### src/rtl/i2c_bit_pkg.sv
package i2c_bit_pkg;

  typedef enum logic [2:0] {
    ST_IDLE      = 3'd0,
    ST_START     = 3'd1,
    ST_LOW_EDGE  = 3'd2,
    ST_LOW       = 3'd3,
    ST_HIGH_EDGE = 3'd4,
    ST_HIGH      = 3'd5,
    ST_STOP      = 3'd6
  } sclState_e;

  typedef enum logic [1:0] {
    CMD_START = 2'd0,
    CMD_STOP  = 2'd1,
    CMD_WRITE = 2'd2,
    CMD_READ  = 2'd3
  } busCmd_e;

  // which timing value the phase counter is loaded with
  typedef enum logic [2:0] {
    LEN_START_HOLD,
    LEN_DATA_HOLD,
    LEN_LOW_REST,
    LEN_SAMPLE,
    LEN_HIGH_REST,
    LEN_RESTART_SETUP,
    LEN_STOP_SETUP,
    LEN_STOP_HOLD
  } lenSel_e;

  typedef struct packed {
    logic    load;
    lenSel_e lenSel;
    logic    sclPull;
    logic    sclRelease;
    logic    sdaPull;
    logic    sdaRelease;
    logic    sample;
    logic    flagDone;
    logic    flagArb;
  } strobe_t;

endpackage

### src/rtl/i2c_bit_dp.sv
module i2c_bit_dp
  import i2c_bit_pkg::*;
#(
  parameter int LONG_W  = 14,
  parameter int SHORT_W = 10
) (
  input  logic               clk,
  input  logic               rstN,
  input  strobe_t            stb,
  input  logic [LONG_W-1:0]  tLow,
  input  logic [LONG_W-1:0]  tHigh,
  input  logic [LONG_W-1:0]  tStopHold,
  input  logic [SHORT_W-1:0] tStartHold,
  input  logic [SHORT_W-1:0] tRestartSetup,
  input  logic [SHORT_W-1:0] tStopSetup,
  input  logic [SHORT_W-1:0] tDataHold,
  input  logic [SHORT_W-1:0] tSample,
  input  logic               sdaIn,
  output logic               lastCycle,
  output logic               sclLowEn,
  output logic               sdaLowEn,
  output logic               rxBit,
  output logic               done,
  output logic               arbLost
);

  localparam logic [LONG_W-1:0] ONE = LONG_W'(1);

  function automatic logic [LONG_W-1:0] atLeastOne(input logic [LONG_W-1:0] v);
    return (v == '0) ? ONE : v;
  endfunction

  logic [LONG_W-1:0] holdEff, sampleEff, lowRest, highRest, loadVal, cnt;

  // hold and sample windows are carved out of the low and high times
  assign holdEff   = atLeastOne(LONG_W'(tDataHold));
  assign sampleEff = atLeastOne(LONG_W'(tSample));
  assign lowRest   = (tLow  > holdEff)   ? tLow  - holdEff   : ONE;
  assign highRest  = (tHigh > sampleEff) ? tHigh - sampleEff : ONE;

  always_comb begin
    case (stb.lenSel)
      LEN_START_HOLD:    loadVal = atLeastOne(LONG_W'(tStartHold));
      LEN_DATA_HOLD:     loadVal = holdEff;
      LEN_LOW_REST:      loadVal = lowRest;
      LEN_SAMPLE:        loadVal = sampleEff;
      LEN_HIGH_REST:     loadVal = highRest;
      LEN_RESTART_SETUP: loadVal = atLeastOne(LONG_W'(tRestartSetup));
      LEN_STOP_SETUP:    loadVal = atLeastOne(LONG_W'(tStopSetup));
      default:           loadVal = atLeastOne(tStopHold);
    endcase
  end

  always_ff @(posedge clk or negedge rstN) begin
    if (!rstN)             cnt <= ONE;
    else if (stb.load)     cnt <= loadVal;
    else if (cnt > ONE)    cnt <= cnt - ONE;
  end

  assign lastCycle = (cnt == ONE);

  always_ff @(posedge clk or negedge rstN) begin
    if (!rstN) begin
      sclLowEn <= 1'b0;
      sdaLowEn <= 1'b0;
      rxBit    <= 1'b0;
      done     <= 1'b0;
      arbLost  <= 1'b0;
    end else begin
      if (stb.sclPull)         sclLowEn <= 1'b1;
      else if (stb.sclRelease) sclLowEn <= 1'b0;
      if (stb.sdaPull)         sdaLowEn <= 1'b1;
      else if (stb.sdaRelease) sdaLowEn <= 1'b0;
      if (stb.sample)          rxBit    <= sdaIn;
      done    <= stb.flagDone;
      arbLost <= stb.flagArb;
    end
  end

endmodule

### src/rtl/i2c_bit_ctrl.sv
module i2c_bit_ctrl
  import i2c_bit_pkg::*;
(
  input  logic       clk,
  input  logic       rstN,
  input  logic       reqValid,
  input  logic [1:0] reqCmd,
  input  logic       reqBit,
  input  logic       lastCycle,
  input  logic       sdaIn,
  output logic       reqAck,
  output sclState_e  state,
  output strobe_t    stb
);

  sclState_e nextState;
  logic      parked, parkedNext;
  busCmd_e   cmdQ;
  logic      bitQ;
  logic      isBit;

  assign isBit = (cmdQ == CMD_WRITE) || (cmdQ == CMD_READ);

  always_comb begin
    stb        = '0;
    nextState  = state;
    parkedNext = parked;
    reqAck     = 1'b0;
    case (state)
      ST_IDLE: begin
        if (reqValid && (reqCmd == CMD_START)) begin
          reqAck      = 1'b1;
          nextState   = ST_START;
          stb.load    = 1'b1;
          stb.lenSel  = LEN_START_HOLD;
          stb.sdaPull = 1'b1;
        end
      end
      ST_START: begin
        if (lastCycle) begin
          stb.sclPull  = 1'b1;
          stb.flagDone = 1'b1;
          nextState    = ST_LOW;
          parkedNext   = 1'b1;
        end
      end
      ST_LOW: begin
        if (parked) begin
          if (reqValid) begin
            reqAck     = 1'b1;
            parkedNext = 1'b0;
            nextState  = ST_LOW_EDGE;
            stb.load   = 1'b1;
            stb.lenSel = LEN_DATA_HOLD;
          end
        end else if (lastCycle) begin
          stb.sclRelease = 1'b1;
          stb.load       = 1'b1;
          nextState      = isBit ? ST_HIGH_EDGE : ST_HIGH;
          stb.lenSel     = isBit ? LEN_SAMPLE :
                           (cmdQ == CMD_START) ? LEN_RESTART_SETUP : LEN_STOP_SETUP;
        end
      end
      ST_LOW_EDGE: begin
        if (lastCycle) begin
          nextState  = ST_LOW;
          stb.load   = 1'b1;
          stb.lenSel = LEN_LOW_REST;
          if ((cmdQ == CMD_STOP) || ((cmdQ == CMD_WRITE) && !bitQ)) stb.sdaPull = 1'b1;
          else stb.sdaRelease = 1'b1;
        end
      end
      ST_HIGH_EDGE: begin
        if (lastCycle) begin
          stb.sample = 1'b1;
          if ((cmdQ == CMD_WRITE) && bitQ && !sdaIn) begin
            stb.flagArb    = 1'b1;
            stb.sdaRelease = 1'b1;
            nextState      = ST_IDLE;
          end else begin
            nextState  = ST_HIGH;
            stb.load   = 1'b1;
            stb.lenSel = LEN_HIGH_REST;
          end
        end
      end
      ST_HIGH: begin
        if (lastCycle) begin
          if (isBit) begin
            stb.sclPull  = 1'b1;
            stb.flagDone = 1'b1;
            nextState    = ST_LOW;
            parkedNext   = 1'b1;
          end else if (cmdQ == CMD_START) begin
            nextState   = ST_START;
            stb.load    = 1'b1;
            stb.lenSel  = LEN_START_HOLD;
            stb.sdaPull = 1'b1;
          end else begin
            nextState      = ST_STOP;
            stb.load       = 1'b1;
            stb.lenSel     = LEN_STOP_HOLD;
            stb.sdaRelease = 1'b1;
          end
        end
      end
      ST_STOP: begin
        if (lastCycle) begin
          stb.flagDone = 1'b1;
          nextState    = ST_IDLE;
        end
      end
      default: nextState = ST_IDLE;
    endcase
  end

  always_ff @(posedge clk or negedge rstN) begin
    if (!rstN) begin
      state  <= ST_IDLE;
      parked <= 1'b0;
      cmdQ   <= CMD_START;
      bitQ   <= 1'b0;
    end else begin
      state  <= nextState;
      parked <= parkedNext;
      if (reqAck) begin
        cmdQ <= busCmd_e'(reqCmd);
        bitQ <= reqBit;
      end
    end
  end

endmodule

### src/rtl/i2c_bit_timer.sv
module i2c_bit_timer
  import i2c_bit_pkg::*;
#(
  parameter int LONG_W  = 14,
  parameter int SHORT_W = 10
) (
  input  logic               clk,
  input  logic               rstN,
  input  logic               reqValid,
  input  logic [1:0]         reqCmd,
  input  logic               reqBit,
  output logic               reqAck,
  input  logic [LONG_W-1:0]  tLow,
  input  logic [LONG_W-1:0]  tHigh,
  input  logic [SHORT_W-1:0] tStartHold,
  input  logic [SHORT_W-1:0] tRestartSetup,
  input  logic [SHORT_W-1:0] tStopSetup,
  input  logic [LONG_W-1:0]  tStopHold,
  input  logic [SHORT_W-1:0] tDataHold,
  input  logic [SHORT_W-1:0] tSample,
  input  logic               sdaIn,
  output logic               sclLowEn,
  output logic               sdaLowEn,
  output logic               done,
  output logic               rxBit,
  output logic               arbLost,
  output logic [2:0]         sclState
);

  strobe_t   stb;
  sclState_e state;
  logic      lastCycle;

  i2c_bit_ctrl u_ctrl (
    .clk       (clk),
    .rstN      (rstN),
    .reqValid  (reqValid),
    .reqCmd    (reqCmd),
    .reqBit    (reqBit),
    .lastCycle (lastCycle),
    .sdaIn     (sdaIn),
    .reqAck    (reqAck),
    .state     (state),
    .stb       (stb)
  );

  i2c_bit_dp #(.LONG_W(LONG_W), .SHORT_W(SHORT_W)) u_dp (
    .clk           (clk),
    .rstN          (rstN),
    .stb           (stb),
    .tLow          (tLow),
    .tHigh         (tHigh),
    .tStopHold     (tStopHold),
    .tStartHold    (tStartHold),
    .tRestartSetup (tRestartSetup),
    .tStopSetup    (tStopSetup),
    .tDataHold     (tDataHold),
    .tSample       (tSample),
    .sdaIn         (sdaIn),
    .lastCycle     (lastCycle),
    .sclLowEn      (sclLowEn),
    .sdaLowEn      (sdaLowEn),
    .rxBit         (rxBit),
    .done          (done),
    .arbLost       (arbLost)
  );

  assign sclState = state;

endmodule

### config.mk
export PLATFORM = sky130hd
export DESIGN_NAME = i2c_bit_timer
export DESIGN_NICKNAME = d
export VERILOG_FILES = /design/src/rtl/i2c_bit_pkg.sv /design/src/rtl/i2c_bit_dp.sv /design/src/rtl/i2c_bit_ctrl.sv /design/src/rtl/i2c_bit_timer.sv
export SDC_FILE = /design/constraint.sdc
export NUM_CORES = 1
export LEC_CHECK = 0
export BUFFER_PORTS_ARGS = -buffer_cell sky130_fd_sc_hd__buf_2
export CAP_MARGIN = 10
export CORE_MARGIN = 1.5
export CORE_UTILIZATION = 42
export DETAILED_ROUTE_END_ITERATION = 8
export HOLD_SLACK_MARGIN = 0.15
export PLACE_DENSITY_LB_ADDON = 0.25
export SYNTH_ARGS = -nofsm -noshare
export SYNTH_HDL_FRONTEND = slang
export SYNTH_SLANG_ARGS = --single-unit
export TNS_END_PERCENT = 50
### constraint.sdc
create_clock -name clk -period 3 [get_ports clk]
set_clock_uncertainty 0.05 [all_clocks]
set_input_delay 0.15 -clock clk [delete_from_list [all_inputs] [get_ports clk]]
set_output_delay 0.15 -clock clk [all_outputs]
set_load 0.05 [all_outputs]
==> results.yml <==
floorplanning:
  rows: 33
  start_util_pct: 43.08
  core_area_mm2: 0.008175
  die_area_mm2: 0.008944
  die_w_um: 94.58
  die_height_um: 94.58
  io_pins: 108
placed_design:
  dpl.cell_count: 664
  place_hpwl_um: 10440
  portBuffers: 107
  place.gp.congestion: 0.9692
  pre_cts_ws_ns: 0.05306
critical_path:
  path_max_fanout: 8
  end_kind: "register"
  cp_data_required_time_ns: 3.11
  crit_arrival_ns: 2.99
  criticalPathCategory: "reg2reg"
  critPathLaunchType: "register"
  ff2ff_path_depth: 7
finish:
  layout_commonest_cell: "buf_2"
  layout_common_cells: "buf_2, nand2_1, a21oi_1"
  fillers: 817
  area_growth_pct: 23.84
  nets: 697
  drive_gt1_share_pct: 26.97
  instances_no_fill: 676
  n_antenna_cell: 0
  utilization_pct: 53.35
hold_path:
  hold_class: "in2reg"
  worstHoldPathCells: 3
clock_network:
  cts-root-to-sink-buffers: 2
  cts_resized: 0
  postCtsSetupBuffers: 0
  cts_max_level: 1
  cts_tree: "done"
  numCtsBuffers: 3
  clock_latency_ns: 0.28
  clock_sinks: 26
  clk_pin_slew_ns: 0.10
  cts_root_buffer: "clkbuf_8"
synth:
  netlist_instances: 453
  synth_edf_count: 0
  yosys.area.top_type_share_pct: 17.76
  synth_nets: 578
  synth.top_cells.by_area: "dfrtp_1, ha_1, a21oi_1, xnor2_1, nand2_1"
  yosysSeqAreaShare_pct: 18.51
  ys.flop_type: "dfrtp_1"
  synth_cell_types: 74
  synth.largest_area_cell: "dfrtp_1"
  yosys_register_bits: 26
  syn_area_mm2: 0.003522
  ys_async_sr_fraction_pct: 100.0
  syn_area_per_cell_um2: 7.775
  yosysWarnings: 0
job:
  max-cap-violations: 0
sta:
  final.min_clock_period_ns: 2.883
  rsz0062_at_grt: "false"
  post-route-worst-setup-slack_ns: 0.1170
  max_freq_ghz: 0.3469
  min_period_over_period_pct: 96.10
  slew_headroom_pct: 48.88
  drv_slew: 0
  setup_viol: 0
  hold_viol: 0
  worstMarginPinSlew_ns: 0.7626
  finalSetupTns_ns: 0
pwr:
  pwr-share-clk_pct: 9.9
  powerDensity_mw_per_mm2: 555.9
  intPower_w: 0.001222
  irDropWorstVdd_mv: 0.2337
  switching_share_pct: 49.59
  switchingPower_w: 0.001202
  power.static_leakage_nw: 1.980
  combPwrFrac_pct: 59.9
  power_frac_seq_pct: 30.2
detailed_routing:
  postRouteAntennaNets: 0
  vias_per_cell: 6.055
  drc_errors: 0
  vias: 4093
  dr.pass1.iters: 5
  routed_wl_um: 12460
  avgRoutedWirePerCell_um: 18.43
  drt-initial-drc-count: 285
global_routing:
  overflow: 0
  grt_pass1_vias: 3754
  grt_max_degree: 27
  antenna_found_initial: 0
  track_usage_pct: 27.58
  grt_first_pass_wirelength_um: 19000
outcome:
  outcome: "finished clean"
-- cell type report --
cell class / instances / area [um2] / area share (%)
clock buffer: 4 / 55.05 / 1.262
inverter: 34 / 127.6 / 2.926
multi-input combinational: 377 / 2668 / 61.16
sequential: 26 / 651.9 / 14.95
tap: 105 / 131.4 / 3.012
timing repair buffer: 130 / 728.2 / 16.70
-- flip-flops by register name, summed over array words and instances, names as in the netlist --
signal         flops
u_ctrl.cmdQ        2
u_ctrl.parked      1
u_dp.arbLost       1
u_ctrl.bitQ        1
u_dp.done          1
u_dp.sclLowEn      1
u_dp.rxBit         1
u_dp.cnt          14
u_dp.sdaLowEn      1
u_ctrl.state       3
-- final timing paths --
path | startpoint | end | slack [ns]
setup / recovery | u_dp.cnt[9] | u_dp.cnt[5] | 0.12
hold / removal | tLow[12] | u_dp.cnt[12] | 0.17
setup reg to reg | u_dp.cnt[9] | u_dp.cnt[5] | 0.12
hold reg to reg | u_dp.sclLowEn | u_dp.sclLowEn | 0.47
max in group asynchronous | rstN | u_dp.cnt[13] | 2.14
min in group asynchronous | rstN | u_ctrl.state[1] | 0.35
-- synth_stat cells (all sizes together) (3+ instances only) --
master   instances
a21oi           43
nand2           42
inv             34
dfrtp           25
ha              24
nor2            24
o21ai           23
nor3            20
xnor2           20
a22oi           14
nand3           13
nor4            12
xor2            12
a221oi           9
nand4            9
o22ai            9
buf              8
clkbuf           8
nand2b           7
or3              7
o31ai            6
a21o             5
and2             5
or4              5
a211oi           4
a221o            4
a2bb2oi          4
a31oi            4
mux2             4
nor2b            4
a211o            3
a21boi           3
nor3b            3
nor4b            3
o21bai           3
o221ai           3
-- worst max-delay path, stage by stage (launching register included) --
cell      delay, ns
dfrtp_1        0.46
nor4_2         0.50
and4_1         0.42
a21boi_2       0.18
a221oi_1       0.50
nand3_1        0.24
a21oi_1        0.28
a21oi_1        0.11
-- power groups by stage --
stage | Combinational [W] | Clock, W | Sequential, W
6_report | 0.00145 | 0.000239 | 0.000733
4_1_cts | 0.00143 | 0.000241 | 0.000725
2_1_floorplan | 0.00102 | 0 | 0.000704
3_3_place_gp | 0.00140 | 0 | 0.000727
5_1_grt | 0.00157 | 0.000256 | 0.000761
3_5_place_dp | 0.00142 | 0 | 0.000730
-- kinds of logic after synthesis --
group,share of synthesized area (%)
xor gates and xnor gates,7.957
DFF,18.51
adders and majority gates,9.663
muxes,1.279
AOI/OAI and AO/OA,29.09
buffers and inverters,5.754
and+or+nand+nor,27.74
-- metal layers --
layer	global-route usage (%)	part of all wire, %
met1	38.08	44
met2	45.32	46
met3	3.462	7.3
met4	7.090	2.6
met5	0	0
-- through the flow --
step	cell area (um2)	hold WS [ns]	power [W]
CTS	4362	0.1680	0.002397
floorplan	3522	-0.1956	0.001720
global route	4362	0.1789	0.002589
global placement	4227	0.1423	0.002128
finish	4362	0.1705	0.002425
detailed placement	4227	0.1507	0.002149
-- timing repair --
action / 4_1_cts / 5_1_grt
setup endpoints to repair: 0 / 0
hold buffers: 8 / 0
hold endpoints to repair: 32 / 0
No activity file was read; power rests on OpenSTA's default activity.
